### src/rtl/synth_serial_prog.sv
module synth_serial_prog #(
  parameter int REF_W  = 14,
  parameter int SWAL_W = 7,
  parameter int MAIN_W = 11,
  parameter int REF_MIN  = 8,
  parameter int MAIN_MIN = 16
) (
  input  logic              clk,
  input  logic              rst_n,
  input  logic              ser_clk,
  input  logic              ser_data,
  input  logic              ser_load,
  output logic [REF_W-1:0]  ref_ratio,
  output logic              prescale_sel,
  output logic [SWAL_W-1:0] swallow_cnt,
  output logic [MAIN_W-1:0] main_cnt,
  output logic              fastlock_en,
  output logic              config_error
);
  localparam int SR_W = MAIN_W + SWAL_W + 1;

  logic [2:0] clk_sy, ld_sy;
  logic [1:0] dat_sy;
  logic [SR_W-1:0] sr;

  always_ff @(posedge clk or negedge rst_n)
    if (!rst_n) begin
      clk_sy <= '0;
      ld_sy  <= '1;
      dat_sy <= '0;
    end else begin
      clk_sy <= {clk_sy[1:0], ser_clk};
      ld_sy  <= {ld_sy[1:0], ser_load};
      dat_sy <= {dat_sy[0], ser_data};
    end

  wire sclk_rise = clk_sy[1] & ~clk_sy[2];
  wire ld_rise   = ld_sy[1] & ~ld_sy[2];
  wire to_ref    = sr[0];

  wire [REF_W-1:0]  nxt_ref  = sr[REF_W:1];
  wire              nxt_pre  = sr[REF_W+1];
  wire [SWAL_W-1:0] nxt_swal = sr[SWAL_W:1];
  wire [MAIN_W-1:0] nxt_main = sr[SR_W-1:SWAL_W+1];

  wire ref_bad  = nxt_ref < REF_W'(REF_MIN);
  wire main_bad = (nxt_main < MAIN_W'(MAIN_MIN)) | nxt_swal[SWAL_W-1];

  assign fastlock_en = ld_sy[1];

  always_ff @(posedge clk or negedge rst_n)
    if (!rst_n) sr <= '0;
    else if (sclk_rise) sr <= {sr[SR_W-2:0], dat_sy[1]};

  always_ff @(posedge clk or negedge rst_n)
    if (!rst_n) begin
      ref_ratio    <= '0;
      prescale_sel <= 1'b0;
      swallow_cnt  <= '0;
      main_cnt     <= '0;
      config_error <= 1'b0;
    end else if (ld_rise) begin
      if (to_ref) begin
        ref_ratio    <= nxt_ref;
        prescale_sel <= nxt_pre;
        config_error <= ref_bad;
      end else begin
        swallow_cnt  <= nxt_swal;
        main_cnt     <= nxt_main;
        config_error <= main_bad;
      end
    end


  hold_without_load_chk: assert property (@(posedge clk) disable iff (!rst_n)
    !ld_rise |=> $stable({ref_ratio, prescale_sel, swallow_cnt, main_cnt, config_error}));

  ref_load_keeps_main_chk: assert property (@(posedge clk) disable iff (!rst_n)
    ld_rise && sr[0] |=> $stable({swallow_cnt, main_cnt}));

  main_load_keeps_ref_chk: assert property (@(posedge clk) disable iff (!rst_n)
    ld_rise && !sr[0] |=> $stable({ref_ratio, prescale_sel}));

  main_field_chk: assert property (@(posedge clk) disable iff (!rst_n)
    ld_rise && !sr[0] |=> main_cnt == $past(sr[SR_W-1:SWAL_W+1]));

  main_illegal_chk: assert property (@(posedge clk) disable iff (!rst_n)
    ld_rise && !sr[0] && sr[SWAL_W] |=> config_error);

  error_rise_chk: assert property (@(posedge clk) disable iff (!rst_n)
    $rose(config_error) |-> $past(ld_rise));
endmodule

### config.mk
export PLATFORM = sky130hd
export DESIGN_NAME = synth_serial_prog
export DESIGN_NICKNAME = d
export VERILOG_FILES = /design/src/rtl/synth_serial_prog.sv
export SDC_FILE = /design/constraint.sdc
export NUM_CORES = 1
export LEC_CHECK = 0
export ABC_AREA = 1
export BUFFER_PORTS_ARGS = -buffer_cell sky130_fd_sc_hd__buf_4
export CAP_MARGIN = 20
export CORE_UTILIZATION = 40
export DETAILED_ROUTE_END_ITERATION = 12
export GPL_ROUTABILITY_DRIVEN = 0
export PLACE_DENSITY = 0.63
export SKIP_CTS_REPAIR_TIMING = 1
export SYNTH_ARGS = -nofsm -noshare
export SYNTH_HDL_FRONTEND = slang
export SYNTH_SLANG_ARGS = --single-unit
### constraint.sdc
create_clock -name clk -period 1.7 [get_ports clk]
set_clock_uncertainty 0.1 [all_clocks]
set_input_delay 0.34 -clock clk [delete_from_list [all_inputs] [get_ports clk]]
set_output_delay 0.34 -clock clk [all_outputs]
set_load 0.01 [all_outputs]
==> results_dict.tcl, run 1 <==
set metrics [dict create \
    status "finished clean" \
    grt_use_total 0.159 \
    rr_worst_depth 4 \
    r2r_start "ld_sy[1]" \
    synth_area_sq_um 2390 \
    peakVddDrop_v 0.000551 \
    clock-root-buffer "clkbuf_8" \
    drc 0 \
    hold_violations 0 \
    synthesis.nets 223 \
    drtPass1Iterations 4 \
    rsz0062_at_grt "false" \
    min_path_cells 0 \
    layout-drive-gt1-share 0.358 \
    cts_tree "yes" \
    hold_path_class "reg -> reg" \
    netlist_instances 218 \
    syn_to_final_growth_pct 26.1 \
    synth_simple_gate_area_frac 0.121 \
    worst_pin_slew_ns 0.321 \
    internal_power_uw 3020 \
    ys_types 14 \
    vias 1563 \
    ant_nets 0 \
    cp_num_buf_inv 1 \
    cp_max_fo 5 \
    cts_buffers 9 \
    io_buffer_count 39 \
    clock_latency_ns 0.34 \
    hp-start "dat_sy[0]" \
    cts-htree-levels 3 \
    holdPathEnd "dat_sy[1]" \
    clkPwrFrac 0.342 \
    period_needed_ns 1.51 \
    cp_top_family "flip-flops" \
    layout_commonest_cell "nand2_1" \
    grt_start_max_net_pins 39 \
    first_iter_violations 116 \
    r2r_setup_slack_ns 0.31 \
    timing.rr.end "main_cnt[4]" \
    dp_worst_setup_slack_ns 0.317 \
    p_switching_uw 1180 \
    crit_slowest_cell "dfstp_2" \
    cts_sinks 61 \
    avgViaCountPerCell 4.52 \
    synthTopCellsByArea "dfrtp_1 (61%), o21ai_2 (12%), nand2_1 (9.4%), o21ai_0 (4.0%), buf_6 (3.8%)" \
    critPathMaxStageDelay_ns 0.59 \
    synth.area.mux_share 0 \
    ys_ff_latch 61 \
    cellLeakagePower_uw 0.00148 \
    worstPathRequired_ns 1.26 \
    cp-start-kind "flip-flop" \
    globalRouteOverflowTotal 0 \
    comb_power_share 0.212 \
    dpl.hpwl_microns 2820 \
    ys_seq_area_frac 0.639 \
    ios 40 \
    synth_fa_ha_area_frac 0 \
    synth_area_leader_cell "dfrtp_1" \
    core_sq_um 5640 \
    wl_per_cell_microns 12.2 \
    startpoint "ld_sy[1]" \
    grt_pass1_vias 1470 \
    die_width_microns 79.4 \
    sw_frac_of_total 0.281 \
    powerDensity_nw_per_um2 1390 \
    final_nets 274 \
    fill_cells 526 \
    drv_cap 0 \
    slew_viol_final 0 \
    cp_data_arrival_time_ns 1.07 \
    clk_pin_slew_ns 0.07 \
    synth_compound_area_frac 0.164 \
    finalCritPeriodShare 0.888 \
    n_antenna_cell 0 \
    routed_wl_microns 4210 \
    yosys_warnings 0 \
    final_cell_mix "nand2_1 (60), dfrtp_1 (58), buf_4 (44), o21ai_2 (32), inv_1 (21)" \
    fin_tns_setup_ns 0 \
    holdWs_ns 0.246 \
    avgSynthCellArea_sq_um 11.0 \
    max_freq_mhz 662 \
    synth_top_area_frac 0.606 \
    setup_violations 0 \
    synth_xor_area_frac 0 \
    cts_max_path_buffers 2 \
    relSlewSlack 0.786 \
    postLayoutSetupSlackWorst_ns 0.190 \
    crit_chain "buf_4" \
    grt_first_pass_wirelength_microns 7290 \
    start_util 0.424 \
    die_height_microns 79.4 \
    synth_top_family_by_area "compound AO/OA/AOI/OAI gates" \
    die_area_sq_um 6300 \
    end_kind "output port" \
    rows 27 \
    pwr-share-seq 0.445 \
    antenna_found_initial 0 \
    path_class "reg -> out" \
]
layout make-up:
class	instances	area, sq um	share of cell area
multi-input combinational	126	683	0.226
clock inverter	4	70.1	0.0232
inverter	21	78.8	0.0261
sequential	61	1530	0.507
tap	72	90.1	0.0299
timing repair buffer	50	410	0.136
clock buffer	12	155	0.0514
worst max path at each step:
stage	slack, ns	depth (start not counted)	endpoint
4_1_cts	0.17	1	fastlock_en
3_3_place_gp	0.36	4	main_cnt[3]
6_report	0.19	1	fastlock_en
3_5_place_dp	0.32	4	main_cnt[4]
5_1_grt	0.15	1	fastlock_en
2_1_floorplan	0.48	4	ref_ratio[6]
metal layers:
layer  global-route usage  routed length [microns]  vias up
li1                     -                        -      793
met1                0.212                     2020      722
met2                0.226                     1880       38
met3               0.0460                      231       10
met4               0.0982                       76        0
met5                    0                        0        -
sequential cells by signal, indices dropped and copies added (netlist names):
register	count
clk_sy	3
config_error	1
dat_sy	2
ld_sy	3
main_cnt	11
prescale_sel	1
ref_ratio	14
sr	19
swallow_cnt	7
power by group through the flow:
stage	Clock, uW	Sequential, uW	Combinational [uW]
floorplan	0	1940	442
global route	1550	1900	1000
finish	1440	1870	890
CTS	1480	1870	904
global placement	0	1890	883
detailed placement	0	1890	901
through the flow:
stage | total power (uW) | instance area, sq um | cells | util
after detailed placement | 2790 | 2750 | 326 | 0.488
after global routing | 4450 | 3020 | 346 | 0.535
after global placement | 2770 | 2750 | 326 | 0.488
final | 4200 | 3020 | 346 | 0.535
after floorplan | 2380 | 2390 | 218 | -
after CTS | 4250 | 2980 | 342 | 0.528
synthesized netlist by cell type, drive strengths merged:
cell type and number:
nor2 10, buf 9, clkbuf 1, a21oi 2, dfrtp 58, nand3 2
inv 21, a21boi 1, o21ai 51, dfstp 3, nand2 60
logic make-up (layout without fill, tap and decap cells):
| logic type | count (synthesis) | after routing |
|---|---|---|
| buffers and inverters | 31 | 87 |
| and+or+nand+nor | 72 | 72 |
| AOI/OAI and AO/OA | 54 | 54 |
| DFF | 61 | 61 |
Power figures use the tool's default switching activity.
==> run 2, diff against run 1 <==
--- a/config.mk
+++ b/config.mk
@@ -11,7 +11,7 @@
 export CORE_UTILIZATION = 40
 export DETAILED_ROUTE_END_ITERATION = 12
 export GPL_ROUTABILITY_DRIVEN = 0
-export PLACE_DENSITY = 0.63
+export PLACE_DENSITY = 0.7
 export SKIP_CTS_REPAIR_TIMING = 1
 export SYNTH_ARGS = -nofsm -noshare
 export SYNTH_HDL_FRONTEND = slang
==> run 2 against run 1 <==
Sequential cell count is the same. Cell count down 0.87%. Design area up 0.29%. Wire length is 1.2% lower. Critical path depth is the same. Global-route usage shrank 0.31 points. Non-clock buffer count is 3 lower. Combinational power down 1%. Worst setup slack worse by 0.0067 ns. Critical path type unchanged. Largest cell class unchanged. Largest power group unchanged.
==> results_dict.tcl, run 2 (synthesis gave the netlist of run 1 again) <==
set metrics [dict create \
    status "finished clean" \
    cts_max_path_buffers 2 \
    die_height_microns 79.4 \
    top_regs "sr x19, ref_ratio x14, main_cnt x11" \
    crit_chain "buf_4" \
    cts_sinks 61 \
    timing.rr.end "ref_ratio[7]" \
    r2r_start "ld_sy[1]" \
    hold_violations 0 \
    wl_per_cell_microns 12.1 \
    drtPass1Iterations 4 \
    clock-root-buffer "clkbuf_8" \
    syn_to_final_growth_pct 26.5 \
    drc 0 \
    clk_pin_slew_ns 0.06 \
    total_power_uw 4390 \
    largest_reg_flops 19 \
    powerDensity_nw_per_um2 1450 \
    final_nets 271 \
    final_cell_mix "nand2_1 (60), dfrtp_1 (58), buf_4 (42), o21ai_2 (32), inv_1 (21)" \
    fill_cells 495 \
    cellLeakagePower_uw 0.00148 \
    min_path_cells 1 \
    cp_num_buf_inv 1 \
    ios 40 \
    core_sq_um 5640 \
    hold_path_class "in -> reg" \
    holdPathEnd "ld_sy[0]" \
    end_kind "output port" \
    max_freq_mhz 659 \
    path_depth 1 \
    worstPathRequired_ns 1.26 \
    peakVddDrop_v 0.000560 \
    cp_top_family "flip-flops" \
    worst_pin_slew_ns 0.305 \
    cts-htree-levels 3 \
    rows 27 \
    r2r_setup_slack_ns 0.29 \
    cts_buffers 9 \
    path_class "reg -> out" \
    setup_violations 0 \
    dp_worst_setup_slack_ns 0.278 \
    rsz0062_at_grt "false" \
    layout-drive-gt1-share 0.354 \
    postLayoutSetupSlackWorst_ns 0.183 \
    grt_use_total 0.156 \
    slew_viol_final 0 \
    period_needed_ns 1.52 \
    globalRouteOverflowTotal 0 \
    die_area_sq_um 6300 \
    grt_pass1_vias 1473 \
    hp-start "ser_load" \
    rr_worst_depth 4 \
    cp_max_fo 5 \
    finalCritPeriodShare 0.892 \
    ant_nets 0 \
    grt_start_max_net_pins 42 \
    critPathMaxStageDelay_ns 0.60 \
    die_width_microns 79.4 \
    avgViaCountPerCell 4.60 \
    cp_data_arrival_time_ns 1.08 \
    dpl.hpwl_microns 2800 \
    relSlewSlack 0.796 \
    holdWs_ns 0.0141 \
    regMostFlops "sr" \
    crit_slowest_cell "dfstp_2" \
    antenna_found_initial 0 \
    fin_tns_setup_ns 0 \
    grt_first_pass_wirelength_microns 7230 \
    routed_wl_microns 4160 \
    io_buffer_count 39 \
    n_antenna_cell 0 \
    cts_tree "yes" \
    clock_latency_ns 0.33 \
    cp-start-kind "flip-flop" \
    vias 1578 \
    startpoint "ld_sy[1]" \
    drv_cap 0 \
    first_iter_violations 106 \
    start_util 0.424 \
    layout_commonest_cell "nand2_1" \
]
[run 2: worst max-delay path by stage]
stage	endpoint	slack (ns)
floorplan	ref_ratio[6]	0.48
global placement	swallow_cnt[5]	0.32
detailed placement	swallow_cnt[1]	0.28
CTS	fastlock_en	0.15
global route	fastlock_en	0.15
finish	fastlock_en	0.18
[run 2: area by class of cell]
cell class	instances	area, sq um	share of cell area
Sequential cell	61	1530	0.506
Multi-Input combinational cell	126	683	0.226
Timing Repair Buffer	47	385	0.127
Clock buffer	13	169	0.0558
Clock inverter	3	90.1	0.0298
Tap cell	72	90.1	0.0298
Inverter	21	78.8	0.0260
[run 2: routing by layer]
metal,vias to the layer above,part of all wire,global-route usage
met3,9,0.065,0.0529
met4,0,0.025,0.0927
met2,38,0.42,0.212
li1,788,-,-
met1,743,0.48,0.213
met5,-,0,0
[run 2: power breakdown]
group | internal (uW) | switching [uW] | total, uW
sequential | 1710 | 159 | 1870
combinational | 405 | 472 | 877
clock | 1100 | 551 | 1650
[run 2: through the flow]
| stage | instances | utilization | cell area [sq um] |
|---|---|---|---|
| finish | 343 | 0.536 | 3030 |
| global route | 343 | 0.536 | 3030 |
| floorplan | 218 | - | 2390 |
| detailed placement | 324 | 0.485 | 2740 |
| global placement | 324 | 0.485 | 2740 |
| CTS | 340 | 0.531 | 3000 |
==> run 3, diff against run 2 <==
--- a/config.mk
+++ b/config.mk
@@ -11,7 +11,7 @@
 export CORE_UTILIZATION = 40
 export DETAILED_ROUTE_END_ITERATION = 12
 export GPL_ROUTABILITY_DRIVEN = 0
-export PLACE_DENSITY = 0.7
+export PLACE_DENSITY = 0.63
 export SKIP_CTS_REPAIR_TIMING = 1
 export SYNTH_ARGS = -nofsm -noshare
 export SYNTH_HDL_FRONTEND = slang
==> constraint.sdc (replaced) <==
create_clock -name clk -period 1.35 [get_ports clk]
set_clock_uncertainty 0.1 [all_clocks]
set_input_delay 0.27 -clock clk [delete_from_list [all_inputs] [get_ports clk]]
set_output_delay 0.27 -clock clk [all_outputs]
set_load 0.01 [all_outputs]
==> run 3 against run 2 <==
The flow now finishes with violations (negative setup slack). Sequential power grew 25%. Core utilization up 1.2 points. Global-route usage decreased by 0.24 points. First-iteration DRC count down 9.4%. Largest power group unchanged.
==> results_dict.tcl, run 3 (synthesis gave the netlist of run 1 again) <==
set metrics [dict create \
    status "finished with violations" \
    cp-start-kind "flip-flop" \
    layout-drive-gt1-share 0.361 \
    cts_max_path_buffers 2 \
    die_width_microns 79.4 \
    rr_worst_depth 5 \
    dpl.hpwl_microns 2860 \
    peakVddDrop_v 0.000861 \
    top_regs "sr x19, ref_ratio x14, main_cnt x11" \
    slew_viol_final 0 \
    wl_met2_microns 1910 \
    grt_pass1_vias 1517 \
    hold_path_class "in -> async" \
    antenna_found_initial 0 \
    largest_reg_flops 19 \
    worstPathRequired_ns 0.98 \
    drc 0 \
    clock_latency_ns 0.32 \
    first_iter_violations 96 \
    period_needed_ns 1.39 \
    core_sq_um 5640 \
    end_kind "output port" \
    grt_first_pass_wirelength_microns 7140 \
    regMostFlops "sr" \
    violations "negative setup slack" \
    cp_top_family "flip-flops" \
    layout_commonest_cell "nand2_1" \
    hold_violations 0 \
    holdWs_ns 0.219 \
    vias 1602 \
    layout.cells.non_filler 349 \
    design_area_sq_um 3090 \
    timing.rr.end "swallow_cnt[5]" \
    postLayoutSetupSlackWorst_ns -0.0357 \
    final_util 0.548 \
    final_nets 277 \
    endpoint "fastlock_en" \
    syn_to_final_growth_pct 29.2 \
    place_inst 328 \
    startpoint "ld_sy[1]" \
    relSlewSlack 0.862 \
    globalRouteOverflowTotal 0 \
    drv_cap 0 \
    postPlaceCellArea_sq_um 2790 \
    drtPass1Iterations 4 \
    die_height_microns 79.4 \
    rows 27 \
    cts_sinks 61 \
    clk_pin_slew_ns 0.06 \
    start_util 0.424 \
    ios 40 \
    met3_length_microns 164 \
    r2r_start "ld_sy[1]" \
    cts_buffers 9 \
    multi_input_area_sq_um 683 \
    fill_cells 504 \
    io_buffer_count 39 \
    routed_wl_microns 4170 \
    setup_violations 1 \
    cp_max_fo 5 \
    ant_nets 0 \
    die_area_sq_um 6300 \
    cp_num_buf_inv 1 \
    wl_met1_microns 2020 \
    cellLeakagePower_uw 0.00151 \
    crit_chain "buf_6" \
    final_cell_mix "nand2_1 (60), dfrtp_1 (58), buf_4 (42), o21ai_2 (32), inv_1 (21)" \
    rsz0062_at_grt "true" \
    avgViaCountPerCell 4.59 \
    cts_tree "yes" \
    clock-root-buffer "clkbuf_8" \
    regArea_sq_um 1530 \
    maxUsedRoutingLayer "met4" \
    dp_worst_setup_slack_ns 0.0405 \
    worst_pin_slew_ns 0.208 \
    grt_start_max_net_pins 39 \
    cp_data_arrival_time_ns 1.02 \
    crit_slowest_cell "dfstp_2" \
    path_class "reg -> out" \
    finalCritPeriodShare 1.03 \
    n_antenna_cell 0 \
    wl_per_cell_microns 12.0 \
    grt_use_total 0.153 \
    path_depth 1 \
    max_freq_mhz 722 \
    r2r_setup_slack_ns 0.01 \
    critPathMaxStageDelay_ns 0.58 \
    cts-htree-levels 3 \
    powerDensity_nw_per_um2 1750 \
]
==> run 3: layout make-up <==
class	instances	share of cell area
Timing Repair Buffer	53	0.152
Inverter	21	0.0255
Clock buffer	12	0.0469
Multi-Input combinational cell	126	0.221
Sequential cell	61	0.495
Tap cell	72	0.0291
Clock inverter	4	0.0308
==> run 3: metal layers <==
layer,global-route usage,up-vias
li1,-,802
met3,0.0345,10
met2,0.216,33
met4,0.0927,0
met1,0.215,757
met5,0,-
==> run 3: how the worst min path moves through the flow <==
stage,endpoint,cells after the start
2_1_floorplan,clk_sy[0],0
6_report,clk_sy[2],2
3_3_place_gp,clk_sy[0],1
3_5_place_dp,clk_sy[2],1
5_1_grt,clk_sy[2],2
4_1_cts,clk_sy[2],1
==> run 3: power by group <==
part	leakage [uW]	internal [uW]	switching (uW)
clock network	0.000121	1280	662
logic	0.000591	534	605
registers	0.000802	2150	191
total	0.00151	3960	1460
==> run 3: stage by stage <==
stage,power (uW),setup TNS (ns)
floorplan,3000,0
CTS,5480,-0.0967
detailed placement,3520,0
global placement,3500,0
finish,5420,-0.0357
global route,5730,-1.12
